### config.mk
export PLATFORM = sky130hd
export DESIGN_NAME = pcicfg_fn_target
export DESIGN_NICKNAME = d
export VERILOG_FILES = /design/src/rtl/pcicfg_pkg.sv /design/src/rtl/pcicfg_cycle_ctl.sv /design/src/rtl/pcicfg_regfile.sv /design/src/rtl/pcicfg_rd_mux.sv /design/src/rtl/pcicfg_fn_target.sv
export SDC_FILE = /design/constraint.sdc
export NUM_CORES = 1
export LEC_CHECK = 0
export BUFFER_PORTS_ARGS = -buffer_cell sky130_fd_sc_hd__buf_4
export CAP_MARGIN = 20
export CORE_MARGIN = 2
export CORE_UTILIZATION = 40
export DETAILED_ROUTE_END_ITERATION = 8
export PLACE_DENSITY = 0.76
export SLEW_MARGIN = 20
export SYNTH_ARGS = -nofsm -noshare
export SYNTH_HDL_FRONTEND = slang
export SYNTH_SLANG_ARGS = --single-unit
### constraint.sdc
create_clock -name clk -period 4.6 [get_ports clk]
set_input_delay 0.69 -clock clk [delete_from_list [all_inputs] [get_ports clk]]
set_output_delay 0.69 -clock clk [all_outputs]
set_load 0.05 [all_outputs]
### src/rtl/pcicfg_pkg.sv
package pcicfg_pkg;

   typedef enum logic [1:0] {
      ST_IDLE = 2'd0,
      ST_DATA = 2'd1,
      ST_SKIP = 2'd2
   } cfg_state_e;

   localparam int          ADDR_LSB   = 2;
   localparam int          ADDR_MSB   = 7;
   localparam int          IDX_W      = ADDR_MSB - ADDR_LSB + 1;
   localparam int          HDR_DWORDS = 16;
   localparam int          LANES      = 4;

   localparam logic [3:0]  CMD_CFG_RD = 4'b1010;
   localparam logic [3:0]  CMD_CFG_WR = 4'b1011;

   localparam logic [IDX_W-1:0] IDX_ID     = 6'd0;
   localparam logic [IDX_W-1:0] IDX_CMDSTS = 6'd1;
   localparam logic [IDX_W-1:0] IDX_CLASS  = 6'd2;
   localparam logic [IDX_W-1:0] IDX_MISC   = 6'd3;
   localparam logic [IDX_W-1:0] IDX_BAR0   = 6'd4;
   localparam logic [IDX_W-1:0] IDX_SUBSYS = 6'd11;
   localparam logic [IDX_W-1:0] IDX_INTR   = 6'd15;

   function automatic logic [31:0] lane_mask(input logic [LANES-1:0] be_n);
      logic [31:0] m;
      for (int i = 0; i < LANES; i++) begin
         m[8*i +: 8] = {8{~be_n[i]}};
      end
      return m;
   endfunction

   function automatic logic [31:0] merge_bits(input logic [31:0] old_v,
                                              input logic [31:0] new_v,
                                              input logic [31:0] wmask);
      return (old_v & ~wmask) | (new_v & wmask);
   endfunction

endpackage

### src/rtl/pcicfg_cycle_ctl.sv
module pcicfg_cycle_ctl
   import pcicfg_pkg::*;
#(
   parameter logic [2:0] FUNC_NUM = 3'd1
) (
   input  logic             clk,
   input  logic             rst_n,
   input  logic             frame_n,
   input  logic             idsel,
   input  logic [31:0]      ad,
   input  logic [3:0]       cbe_n,
   output logic             ack_o,
   output logic             is_wr_o,
   output logic [IDX_W-1:0] idx_o
);

   cfg_state_e state_q;
   logic       start;
   logic       is_cfg_cmd;
   logic       addr_hit;

   assign start      = (state_q == ST_IDLE) && !frame_n;
   assign is_cfg_cmd = (cbe_n == CMD_CFG_RD) || (cbe_n == CMD_CFG_WR);
   assign addr_hit   = start && idsel && (ad[1:0] == 2'b00)
                       && (ad[10:8] == FUNC_NUM) && is_cfg_cmd;

   always_ff @(posedge clk or negedge rst_n) begin
      if (!rst_n) begin
         state_q <= ST_IDLE;
         is_wr_o <= 1'b0;
         idx_o   <= '0;
      end else begin
         case (state_q)
            ST_IDLE: begin
               if (addr_hit) begin
                  state_q <= ST_DATA;
                  idx_o   <= ad[ADDR_MSB:ADDR_LSB];
                  is_wr_o <= (cbe_n == CMD_CFG_WR);
               end else if (!frame_n) begin
                  state_q <= ST_SKIP;
               end
            end
            ST_DATA: begin
               idx_o <= idx_o + 1'b1;
               if (frame_n) state_q <= ST_IDLE;
            end
            ST_SKIP: begin
               if (frame_n) state_q <= ST_IDLE;
            end
            default: state_q <= ST_IDLE;
         endcase
      end
   end

   assign ack_o = (state_q == ST_DATA);

   a_r3_ack_after_hit: assert property (@(posedge clk) disable iff (!rst_n)
      $rose(ack_o) |-> $past(addr_hit));
   a_r3_ack_drops: assert property (@(posedge clk) disable iff (!rst_n)
      (ack_o && frame_n) |=> !ack_o);
   a_r3_ack_holds: assert property (@(posedge clk) disable iff (!rst_n)
      (ack_o && !frame_n) |=> ack_o);
   a_r4_idx_step: assert property (@(posedge clk) disable iff (!rst_n)
      (ack_o && !frame_n) |=> (idx_o == $past(idx_o) + 1'b1));
   a_r1_need_idsel: assert property (@(posedge clk) disable iff (!rst_n)
      (start && !idsel) |=> !ack_o);
   a_r2_other_func: assert property (@(posedge clk) disable iff (!rst_n)
      (start && (ad[10:8] != FUNC_NUM)) |=> !ack_o);

endmodule

### src/rtl/pcicfg_regfile.sv
module pcicfg_regfile
   import pcicfg_pkg::*;
#(
   parameter logic [15:0] CMD_WMASK    = 16'h0146,
   parameter logic [15:0] STS_W1C_MASK = 16'hF900,
   parameter logic [7:0]  LAT_WMASK    = 8'hF8,
   parameter bit          BAR_EN       = 1'b1,
   parameter int          BAR_LOG2     = 12
) (
   input  logic             clk,
   input  logic             rst_n,
   input  logic             wr_en,
   input  logic [IDX_W-1:0] idx,
   input  logic [31:0]      wdata,
   input  logic [3:0]       cbe_n,
   input  logic [15:0]      sts_set,
   output logic [15:0]      cmd_q,
   output logic [15:0]      sts_q,
   output logic [7:0]       lat_q,
   output logic [31:0]      bar_q,
   output logic [7:0]       intl_q
);

   localparam logic [31:0] BAR_WMASK = 32'hFFFF_FFFF << BAR_LOG2;

   logic [31:0] bm;
   logic        hit_cs, hit_misc, hit_bar, hit_intr;
   logic [15:0] sts_clr;
   logic [31:0] cs_new, misc_new, intr_new;

   assign bm       = lane_mask(cbe_n);
   assign hit_cs   = wr_en && (idx == IDX_CMDSTS);
   assign hit_misc = wr_en && (idx == IDX_MISC);
   assign hit_bar  = wr_en && (idx == IDX_BAR0);
   assign hit_intr = wr_en && (idx == IDX_INTR);

   assign cs_new   = merge_bits({16'h0, cmd_q}, wdata, {16'h0, CMD_WMASK} & bm);
   assign misc_new = merge_bits({16'h0, lat_q, 8'h0}, wdata,
                                {16'h0, LAT_WMASK, 8'h0} & bm);
   assign intr_new = merge_bits({24'h0, intl_q}, wdata, 32'h0000_00FF & bm);
   assign sts_clr  = hit_cs ? (wdata[31:16] & bm[31:16] & STS_W1C_MASK) : 16'h0;

   always_ff @(posedge clk or negedge rst_n) begin
      if (!rst_n) begin
         cmd_q  <= '0;
         sts_q  <= '0;
         lat_q  <= '0;
         intl_q <= '0;
      end else begin
         if (hit_cs)   cmd_q  <= cs_new[15:0];
         if (hit_misc) lat_q  <= misc_new[15:8];
         if (hit_intr) intl_q <= intr_new[7:0];
         sts_q <= (sts_q & ~sts_clr) | (sts_set & STS_W1C_MASK);
      end
   end

   generate
      if (BAR_EN) begin : g_bar
         logic [31:0] bar_r;
         always_ff @(posedge clk or negedge rst_n) begin
            if (!rst_n)       bar_r <= '0;
            else if (hit_bar) bar_r <= merge_bits(bar_r, wdata, BAR_WMASK & bm);
         end
         assign bar_q = bar_r;

         a_r11_bar_hold: assert property (@(posedge clk) disable iff (!rst_n)
            !hit_bar |=> $stable(bar_q));
      end else begin : g_nobar
         assign bar_q = '0;
      end
   endgenerate

   a_r7_cmd_hold: assert property (@(posedge clk) disable iff (!rst_n)
      !hit_cs |=> $stable(cmd_q));
   a_r8_set_wins: assert property (@(posedge clk) disable iff (!rst_n)
      (|(sts_set & STS_W1C_MASK)) |=>
      ((sts_q & $past(sts_set & STS_W1C_MASK)) == $past(sts_set & STS_W1C_MASK)));
   a_r8_sts_hold: assert property (@(posedge clk) disable iff (!rst_n)
      (!hit_cs && (sts_set == 16'h0)) |=> $stable(sts_q));
   a_r10_lat_hold: assert property (@(posedge clk) disable iff (!rst_n)
      !hit_misc |=> $stable(lat_q));

endmodule

### src/rtl/pcicfg_rd_mux.sv
module pcicfg_rd_mux
   import pcicfg_pkg::*;
#(
   parameter logic [15:0] VENDOR_ID  = 16'h1A2B,
   parameter logic [15:0] DEVICE_ID  = 16'h0C3D,
   parameter logic [7:0]  REVISION   = 8'h11,
   parameter logic [23:0] CLASS_CODE = 24'h048000,
   parameter logic [15:0] SUBSYS_VID = 16'h1A2B,
   parameter logic [15:0] SUBSYS_ID  = 16'h7E01,
   parameter logic [7:0]  HDR_TYPE   = 8'h80,
   parameter logic [15:0] STS_FIXED  = 16'h0200,
   parameter logic [7:0]  INT_PIN    = 8'h01,
   parameter logic [7:0]  MIN_GNT    = 8'h10,
   parameter logic [7:0]  MAX_LAT    = 8'h28
) (
   input  logic             rd_en,
   input  logic [IDX_W-1:0] idx,
   input  logic [15:0]      cmd_q,
   input  logic [15:0]      sts_q,
   input  logic [7:0]       lat_q,
   input  logic [31:0]      bar_q,
   input  logic [7:0]       intl_q,
   output logic [31:0]      rd_data
);

   logic [31:0] sel;

   always_comb begin
      case (idx)
         IDX_ID:     sel = {DEVICE_ID, VENDOR_ID};
         IDX_CMDSTS: sel = {sts_q | STS_FIXED, cmd_q};
         IDX_CLASS:  sel = {CLASS_CODE, REVISION};
         IDX_MISC:   sel = {8'h00, HDR_TYPE, lat_q, 8'h00};
         IDX_BAR0:   sel = bar_q;
         IDX_SUBSYS: sel = {SUBSYS_ID, SUBSYS_VID};
         IDX_INTR:   sel = {MAX_LAT, MIN_GNT, INT_PIN, intl_q};
         default:    sel = 32'h0;
      endcase
   end

   assign rd_data = rd_en ? sel : 32'h0;

endmodule

### src/rtl/pcicfg_fn_target.sv
module pcicfg_fn_target
   import pcicfg_pkg::*;
#(
   parameter logic [2:0]  FUNC_NUM     = 3'd1,
   parameter logic [15:0] VENDOR_ID    = 16'h1A2B,
   parameter logic [15:0] DEVICE_ID    = 16'h0C3D,
   parameter logic [7:0]  REVISION     = 8'h11,
   parameter logic [23:0] CLASS_CODE   = 24'h048000,
   parameter logic [15:0] SUBSYS_VID   = 16'h1A2B,
   parameter logic [15:0] SUBSYS_ID    = 16'h7E01,
   parameter logic [7:0]  HDR_TYPE     = 8'h80,
   parameter logic [15:0] CMD_WMASK    = 16'h0146,
   parameter logic [15:0] STS_W1C_MASK = 16'hF900,
   parameter logic [15:0] STS_FIXED    = 16'h0200,
   parameter logic [7:0]  LAT_WMASK    = 8'hF8,
   parameter bit          BAR_EN       = 1'b1,
   parameter int          BAR_LOG2     = 12,
   parameter logic [7:0]  INT_PIN      = 8'h01,
   parameter logic [7:0]  MIN_GNT      = 8'h10,
   parameter logic [7:0]  MAX_LAT      = 8'h28
) (
   input  logic        clk,
   input  logic        rst_n,
   input  logic        frame_n,
   input  logic        idsel,
   input  logic [31:0] ad,
   input  logic [3:0]  cbe_n,
   input  logic [15:0] sts_set,
   output logic        ack,
   output logic [31:0] rd_data
);

   generate
      if (BAR_LOG2 < 4 || BAR_LOG2 > 31) begin : g_bad_bar
         $error("BAR_LOG2 must lie in 4..31");
      end
      if ((STS_FIXED & STS_W1C_MASK) != 16'h0) begin : g_bad_sts
         $error("STS_FIXED and STS_W1C_MASK overlap");
      end
   endgenerate

   logic             is_wr;
   logic [IDX_W-1:0] idx;
   logic [15:0]      cmd_q, sts_q;
   logic [7:0]       lat_q, intl_q;
   logic [31:0]      bar_q;

   pcicfg_cycle_ctl #(.FUNC_NUM(FUNC_NUM)) u_ctl (
      .clk     (clk),
      .rst_n   (rst_n),
      .frame_n (frame_n),
      .idsel   (idsel),
      .ad      (ad),
      .cbe_n   (cbe_n),
      .ack_o   (ack),
      .is_wr_o (is_wr),
      .idx_o   (idx)
   );

   pcicfg_regfile #(
      .CMD_WMASK    (CMD_WMASK),
      .STS_W1C_MASK (STS_W1C_MASK),
      .LAT_WMASK    (LAT_WMASK),
      .BAR_EN       (BAR_EN),
      .BAR_LOG2     (BAR_LOG2)
   ) u_regs (
      .clk     (clk),
      .rst_n   (rst_n),
      .wr_en   (ack && is_wr),
      .idx     (idx),
      .wdata   (ad),
      .cbe_n   (cbe_n),
      .sts_set (sts_set),
      .cmd_q   (cmd_q),
      .sts_q   (sts_q),
      .lat_q   (lat_q),
      .bar_q   (bar_q),
      .intl_q  (intl_q)
   );

   pcicfg_rd_mux #(
      .VENDOR_ID  (VENDOR_ID),
      .DEVICE_ID  (DEVICE_ID),
      .REVISION   (REVISION),
      .CLASS_CODE (CLASS_CODE),
      .SUBSYS_VID (SUBSYS_VID),
      .SUBSYS_ID  (SUBSYS_ID),
      .HDR_TYPE   (HDR_TYPE),
      .STS_FIXED  (STS_FIXED),
      .INT_PIN    (INT_PIN),
      .MIN_GNT    (MIN_GNT),
      .MAX_LAT    (MAX_LAT)
   ) u_mux (
      .rd_en   (ack && !is_wr),
      .idx     (idx),
      .cmd_q   (cmd_q),
      .sts_q   (sts_q),
      .lat_q   (lat_q),
      .bar_q   (bar_q),
      .intl_q  (intl_q),
      .rd_data (rd_data)
   );

   a_r13_quiet: assert property (@(posedge clk) disable iff (!rst_n)
      (!ack || is_wr) |-> (rd_data == 32'h0));
   a_r9_beyond_header: assert property (@(posedge clk) disable iff (!rst_n)
      (ack && (idx >= IDX_W'(HDR_DWORDS))) |-> (rd_data == 32'h0));

endmodule

# [Word level (Yosys, flattened, before mapping)]
# Index checks and enable logic that the tools add are counted.
[totals] regBits=89 latch_bits=0 mem_count=0 output_inout_bits=33 mem_bits_rw=0 romBits=0
[op_classes] n_mul=0 addsub=1 n_lt_le_gt_ge=0 shifts=0 n_bitwise=24 n_reduce_logical=22 mux=9 n_eq_ne=14 div=0
[ops] operator="one-hot mux 32 bit (7 select lines)" count=1
[ops] operator="AND 16 bit" count=5
[ops] operator="AND 32 bit" count=2
[ops] operator="OR 16 bit" count=3
[ops] operator="two-way mux 32 bit" count=1
[ops] operator="NOT 16 bit" count=2
[ops] operator="NOT 32 bit" count=1
[ops] operator="OR 32 bit" count=1
[ops] operator="AND 16 x 9 -> 16 bit" count=1
[ops] operator="AND 8 bit" count=2
[ops] operator="two-way mux 16 bit" count=1
[ops] operator="NOT 9 -> 16 bit" count=1
[ops] operator="== test 6 x 2 -> 1 bit, second input constant" count=2
[ops] operator="== test 6 x 4 -> 1 bit, second input constant" count=2
[ops] operator="one-hot mux 6 bit (2 select lines)" count=1
[ops] operator="logical AND 1 bit" count=11
[ops] operator="== test 4 bit, second input constant" count=2
[ops] operator="NOT 8 bit" count=1
[ops] operator="OR 8 bit" count=1
[ops] operator="adder 6 x 1 -> 6 bit, second input constant" count=1
[ops] operator="== test 6 x 1 -> 1 bit, second input constant" count=1
[ops] operator="== test 6 x 3 -> 1 bit, second input constant" count=1
[ops] operator="zero test 6 bit" count=1
[ops] operator="two-way mux 2 bit" count=3
[ops] operator="other kinds (14)" count=22

# [Longest topological paths before layout]
# Gate-level depths: netlist of the first run.
[logic_depth] word_depth=8 depth_mapped=8

# [By module]
# A second synthesis of the first run with hierarchy kept.
[hier_totals] cells_unflattened=350 area_unflattened_um2=3442.1
[by_module_without_submodules] mod="pcicfg_regfile" area_each_um2=2031.9 seq_area_each_um2=1076.0 cells_each=151 instances=1
[by_module_without_submodules] mod="pcicfg_rd_mux" area_each_um2=701.9 seq_area_each_um2=0.0 cells_each=120 instances=1
[by_module_without_submodules] mod="pcicfg_cycle_ctl" area_each_um2=691.9 seq_area_each_um2=225.2 cells_each=77 instances=1
[by_module_without_submodules] mod="pcicfg_fn_target" area_each_um2=16.3 seq_area_each_um2=0.0 cells_each=2 instances=1

# [Least setup slack after synthesis of the first run]
# Ideal clock, no wire load.
[synth_path] path_kind="flip-flop to output port" from="register u_ctl.state_q[1]" to="output rd_data[0]" required_ps=3910 t_arrival_ps=2574 path_stages_with_launch=8 path_buffers=2 setup_slack_ps=1336 cell_sequence="dfrtp_1 -> inv_1 -> ha_1 -> clkbuf_1 -> inv_1 -> a311o_1 -> buf_2 -> a31oi_1"
[synth_between] elab_chain_cells=3
[synth_lines] item="start, declared" line_no="pcicfg_cycle_ctl.sv:17" text="cfg_state_e state_q;"
[synth_lines] item="start signal, assigned" line_no="pcicfg_cycle_ctl.sv:29" text="state_q <= ST_IDLE;"
[synth_lines] item="start signal, assigned" line_no="pcicfg_cycle_ctl.sv:36" text="state_q <= ST_DATA;"
[synth_lines] item="start signal, assigned" line_no="pcicfg_cycle_ctl.sv:40" text="state_q <= ST_SKIP;"
[synth_lines] item="== test 2 x 1 -> 1 bit" line_no="pcicfg_cycle_ctl.sv:55" text="assign ack_o = (state_q == ST_DATA);"
[synth_lines] item="named net ack" line_no="pcicfg_fn_target.sv:29" text="output logic ack,"
[synth_lines] item="logical AND 1 bit" line_no="pcicfg_fn_target.sv:94" text=".rd_en (ack && !is_wr),"
[synth_lines] item="two-way mux 32 bit" line_no="pcicfg_rd_mux.sv:41" text="assign rd_data = rd_en ? sel : 32'h0;"
[synth_lines] item="end, declared" line_no="pcicfg_fn_target.sv:30" text="output logic [31:0] rd_data"
# The timed path passes the listed nets, and every way through them passes these cells.

# [Worst setup path after layout of the first run]
[layout_path] from="register u_ctl.idx_o[1]" to="output rd_data[26]"
[layout_between] elab_chain_cells=3 word_cells_on_any_way=9
[layout_lines] item="start, declared" line_no="pcicfg_cycle_ctl.sv:14" text="output logic [IDX_W-1:0] idx_o"
[layout_lines] item="start signal, assigned" line_no="pcicfg_cycle_ctl.sv:37" text="idx_o <= ad[ADDR_MSB:ADDR_LSB];"
[layout_lines] item="start signal, assigned" line_no="pcicfg_cycle_ctl.sv:44" text="idx_o <= idx_o + 1'b1;"
[layout_lines] item="== test 6 x 4 -> 1 bit, or another cell as far along" line_no="pcicfg_rd_mux.sv:29" text="case (idx)"
[layout_lines] item="one-hot mux 32 bit (7 select lines) (*)" line_no="pcicfg_rd_mux.sv:29"
[layout_lines] item="two-way mux 32 bit (*)" line_no="pcicfg_rd_mux.sv:41"
# Mark *: on every way between the ends. The rest lies on a longest branch, timed or not.

==> results.txt, run 1 <==
Status -> complete, no violations
Hold Vio Cnt, Final -> 0
Most used cell, CP -> buf_4
Die Wd -> 89.0 um
Largest net degree at the start of global routing -> 53
CP Max Fanout -> 28
Area grow syn2layout -> 24.9%
Worst-skew pair later-pin latency -> 0.31 ns
Setup bufs post-CTS -> 0
Yosys reg bits -> 52
Unrepaired setup endpoints after global routing -> no
Slew margin rel. -> 0.400
Syn Std Cell Area -> 2890 um2
Final worst path period share -> 0.752
CP required -> 3.91 ns
P per Cell Area -> 259 nW/um2
Hold Crit Class -> input port to asynchronous set/reset pin
Asr flop ratio synth -> 1.00
Slowest cell on crit path -> o21ai_2
Hold buffers post-CTS -> 0
Design area -> 3610 um2
Final Skew -> 0.00565 ns
Sequential element share of the synthesized area -> 0.450
Worst-case clock buffer depth -> 2
Share of cells above drive strength 1 -> 0.360
Post-synth EDFFs -> 0
CTS sink cnt -> 52
Routability Congestion -> 0.834
Nets -> 401
Row cnt -> 30
Final WL -> 7160 um
Power, Total -> 0.935 mW
Worst Setup Start Kind -> flop
Most frequent cells in the layout -> 78 x buf_4, 52 x dfrtp_1, 27 x nand2_1
Initial Utilization -> 0.419
Gr ovfl total -> 0
GRT Resource Usage Total -> 0.188
Peak VDD IR -> 0.125 mV
Leakage -> 1.67 nW
Vias -> 2306
Crit path cell chain -> inv_1 -> ha_1 -> nor2b_1 -> o21ai_2 -> a311o_1 -> buf_4 -> a31oi_1 -> buf_4
CP Buf/Inv Count -> 3
Post-Syn Nets -> 329
TNS Setup -> 0 ns
Delay-heaviest family, CP -> compound AO/OA/AOI/OAI gates
Dpl hpwl -> 5330 um
Share of the synthesized area in the top cell type -> 0.450
DRC viols -> 0
Largest cells by area after synthesis -> dfrtp_1 45%, mux2_4 8.3%, mux2_1 5.1%, mux2_2 3.9%, nand2_1 3.5%
CTS Buf Count -> 5
Final worst path period need -> 3.46 ns
Area leader, netlist -> dfrtp_1
Port Buffers -> 77
Most common cell after layout, fill and taps aside -> buf_4
Yosys warnings -> 0
ANT cells -> 0
Setup-failing EPs final -> 0
Synth cell types -> 43
Worst-margin pin slew -> 0.888 ns
Max-Cap Viols -> 0
Die height -> 89.0 um
H-tree depth -> 2
First-pass DRT Iterations -> 4
Arr. time, crit path -> 2.77 ns
Vias per cell -> 5.30
Setup crit end kind -> output pin
Core box area -> 6910 um2
Syn avg cell area -> 10.9 um2
Number of global-route vias before repair -> 2292
Placed cell areas -> 3520 um2
Io pins -> 89
Critical path class -> flop to output pin
Fmax -> 0.289 GHz
Clk slew on worst S/H paths -> 0.09 ns
Final-report max-slew violation count -> 0
Slowest stage delay, CP -> 0.52 ns
DRT iter0 DRCs -> 121
Routed length per placed instance -> 16.5 um
Die area -> 7920 um2
Root Buffer -> clkbuf_8
CTS resizes -> 0
Cells after synthesis -> 266
Synth Flop Type -> dfrtp_1
First-pass GRT wire length -> 11500 um
Initial antenna violation count -> 0
CTS tree -> built
Routed Antenna Nets -> 0
[final timing paths]
| kind | startpoint | slack, ns | endpoint | cells past startpoint |
|---|---|---|---|---|
| worst min register to register | u_regs.sts_q[8]$_DFF_PN0_ | 0.49 | u_regs.sts_q[8]$_DFF_PN0_ | 1 |
| worst min-delay path | rst_n | 0.40 | asynchronous set/reset pin | 1 |
| min in group clk | u_regs.sts_q[8]$_DFF_PN0_ | 0.49 | u_regs.sts_q[8]$_DFF_PN0_ | 1 |
| worst max-delay path | u_ctl.idx_o[1]$_DFFE_PN0P_ | 1.14 | rd_data[26] | 8 |
| max in group asynchronous | rst_n | 3.76 | u_ctl.idx_o[1]$_DFFE_PN0P_ | 1 |
| worst max register to register | u_ctl.state_q[1]$_DFFE_PN0P_ | 2.05 | flop | 5 |
[final cells by class]
class / count / area (um2)
Fill cell: 649 / 3290
Inverter: 10 / 37.5
Clock inverter: 2 / 16.3
Clock buffer: 6 / 72.6
Multi-Input combinational cell: 191 / 1480
Tap cell: 96 / 120
Timing Repair Buffer: 78 / 586
Sequential cell: 52 / 1300
[synth_stat cells, types with 2 or more instances]
cell type,instances
dfrtp_1,52
nand2_1,27
nor2_1,22
a21oi_1,17
mux2_4,16
mux2_1,13
a22oi_1,11
inv_1,10
mux2_2,10
o21ai_0,9
a31oi_1,8
ha_1,7
a21o_1,6
and3_1,5
buf_2,5
clkbuf_1,5
nor2b_1,4
nor3_4,4
o22ai_1,4
nand3_1,3
and2_1,2
buf_6,2
nand4_1,2
nor3_2,2
o22a_1,2
[kinds of logic (layout without fill, tap and decap cells)]
kind of cell,count (synthesis),after routing,share of synthesized area
adders and majority gates,7,7,0.0303
muxes,40,40,0.176
other,1,1,0.00130
DFF,52,52,0.450
xor gates and xnor gates,1,1,0.00303
AOI/OAI and AO/OA,64,64,0.144
and+or+nand+nor,78,78,0.157
buffers and inverters,23,96,0.0385
[stage by stage]
step | worst slack (ns) | hold WS [ns] | cells | util
detailed placement | 1.49 | 0.466 | 427 | 0.510
CTS | 1.14 | 0.439 | 435 | 0.523
floorplan | 1.34 | 0.394 | 266 | -
global route | 0.934 | 0.459 | 435 | 0.523
global placement | 1.51 | 0.457 | 427 | 0.510
finish | 1.14 | 0.402 | 435 | 0.523
[where the power goes]
| group | leakage, nW | switching [mW] | internal [mW] |
|---|---|---|---|
| registers | 0.657 | 0.0208 | 0.478 |
| clock network | 0.0414 | 0.155 | 0.109 |
| logic | 0.969 | 0.0917 | 0.0812 |
[per-layer routing]
layer / vias to the layer above / share of wire / track usage
met5: - / 0 / 0
met4: 0 / 0.0080 / 0.0421
met3: 11 / 0.069 / 0.0379
met2: 72 / 0.46 / 0.301
met1: 1130 / 0.46 / 0.265
li1: 1093 / - / -
Power figures use the tool's default switching activity.
==> inputs of run 2 (changes only) <==
--- a/config.mk
+++ b/config.mk
@@ -10,7 +10,7 @@
 export CORE_MARGIN = 2
 export CORE_UTILIZATION = 40
 export DETAILED_ROUTE_END_ITERATION = 8
-export PLACE_DENSITY = 0.76
+export PLACE_DENSITY = 0.78
 export SLEW_MARGIN = 20
 export SYNTH_ARGS = -nofsm -noshare
 export SYNTH_HDL_FRONTEND = slang
==> constraint.sdc (replaced) <==
create_clock -name clk -period 3.1 [get_ports clk]
set_input_delay 0.465 -clock clk [delete_from_list [all_inputs] [get_ports clk]]
set_output_delay 0.465 -clock clk [all_outputs]
set_load 0.05 [all_outputs]
==> results.txt, run 2 (synthesis gave the netlist of run 1 again) <==
Status -> complete, no violations
P per Cell Area -> 386 nW/um2
Filler cells -> 626
Dpl ws -> 0.534 ns
Initial antenna violation count -> 0
Core box area -> 6910 um2
Slew margin rel. -> 0.369
Leakage -> 1.69 nW
ANT cells -> 0
Final worst path period need -> 2.93 ns
Area grow syn2layout -> 26.3%
Setup crit end kind -> output pin
First-pass DRT Iterations -> 4
Vias per cell -> 5.41
Initial Utilization -> 0.419
Hold Crit Class -> input port to asynchronous set/reset pin
CTS sink cnt -> 52
Most common cell after layout, fill and taps aside -> buf_4
CTS tree -> built
Peak VDD IR -> 0.183 mV
Routability Congestion -> 0.893
Share of cells above drive strength 1 -> 0.373
TNS Setup -> 0 ns
Worst-margin pin slew -> 0.934 ns
DRT iter0 DRCs -> 173
Dpl hpwl -> 5590 um
Worst-case clock buffer depth -> 2
Unrepaired setup endpoints after global routing -> no
Setup WS post-layout -> 0.169 ns
Final Skew -> 0.00276 ns
Worst-skew pair later-pin latency -> 0.31 ns
Hold Vio Cnt, Final -> 0
CP required -> 2.63 ns
Root Buffer -> clkbuf_8
CP Max Fanout -> 13
Io pins -> 89
Arr. time, crit path -> 2.47 ns
R2R setup slack -> 0.90 ns
Setup-failing EPs final -> 0
Gr ovfl total -> 0
Routed length per placed instance -> 16.9 um
Final worst path period share -> 0.946
Routed Antenna Nets -> 0
Clk slew on worst S/H paths -> 0.09 ns
Hold buffers post-CTS -> 0
Nets -> 405
Fmax -> 0.341 GHz
Die height -> 89.0 um
Die Wd -> 89.0 um
Critical path class -> flop to output pin
Row cnt -> 30
Final WL -> 7430 um
CTS Buf Count -> 5
Most frequent cells in the layout -> 82 x buf_4, 52 x dfrtp_1, 27 x nand2_1
First-pass GRT wire length -> 11700 um
Number of global-route vias before repair -> 2338
Worst Setup Start Kind -> flop
GRT Resource Usage Total -> 0.192
Die area -> 7920 um2
Max-Cap Viols -> 0
H-tree depth -> 2
Vias -> 2373
Final-report max-slew violation count -> 0
Largest net degree at the start of global routing -> 53
DRC viols -> 0
Port Buffers -> 77
==> run 2: cell count changes in the layout (fill, tap and decap cells not counted) <==
cell      before  now
clkinv_4       1    0
ha_1           7    6
nor2_2         0    1
nor2_1        22   21
ha_2           0    1
clkbuf_8       5    6
buf_4         78   82
==> run 2: worst max-delay path, cell delays in order, from the launching register on <==
cell	delay, ns
dfrtp_1	0.43
inv_1	0.14
ha_2	0.25
nor2b_1	0.23
o21ai_2	0.09
a311o_1	0.36
buf_4	0.20
a31oi_1	0.21
buf_4	0.24
==> run 2: layer usage <==
metal  share of wire  track usage  vias to the layer above
li1                -            -                     1107
met1            0.45        0.267                     1159
met2            0.47        0.305                       96
met3           0.062       0.0434                       11
met4           0.012       0.0488                        0
met5               0            0                        -
==> run 2: stage by stage <==
| stage | cells | util | total power, mW | hold WS [ns] | area [um2] |
|---|---|---|---|---|---|
| floorplan | 266 | - | 0.910 | 0.169 | 2890 |
| CTS | 439 | 0.528 | 1.41 | 0.207 | 3650 |
| detailed placement | 431 | 0.514 | 1.01 | 0.466 | 3550 |
| global placement | 431 | 0.514 | 0.999 | 0.459 | 3550 |
| global route | 439 | 0.529 | 1.48 | 0.235 | 3650 |
| finish | 439 | 0.529 | 1.41 | 0.173 | 3650 |
==> run 2: path summary, 6_finish.rpt <==
path	cells past startpoint	start	end
max	8	u_ctl.idx_o[0]$_DFFE_PN0P_	rd_data[23]
min	1	rst_n	asynchronous set/reset pin
max reg2reg	6	u_ctl.state_q[1]$_DFFE_PN0P_	flop
min reg2reg	1	u_regs.sts_q[11]$_DFF_PN0_	u_regs.sts_q[11]$_DFF_PN0_
max in group asynchronous	1	rst_n	asynchronous set/reset pin
min in group clk	2	sts_set[14]	u_regs.sts_q[14]$_DFF_PN0_
==> run 2: power breakdown <==
| group | internal, mW | total (mW) | leakage, nW | switching [mW] |
|---|---|---|---|---|
| registers | 0.709 | 0.742 | 0.657 | 0.0334 |
| clock network | 0.182 | 0.407 | 0.0445 | 0.225 |
| logic | 0.122 | 0.260 | 0.986 | 0.138 |
| total | 1.01 | 1.41 | 1.69 | 0.396 |
==> run 2: cell type report <==
class	instances	area [um2]	area share
tap	96	120	0.0329
timing repair buffer	82	616	0.169
clock inverter	1	7.51	0.00206
multi-input combinational	191	1480	0.406
sequential	52	1300	0.356
inverter	10	37.5	0.0103
clock buffer	7	86.3	0.0236
==> run 2: timing repair <==
item / in CTS / in global routing
gates resized for setup: 0 / 2
buffers inserted: 0 / 0
setup endpoints to repair: 0 / 1
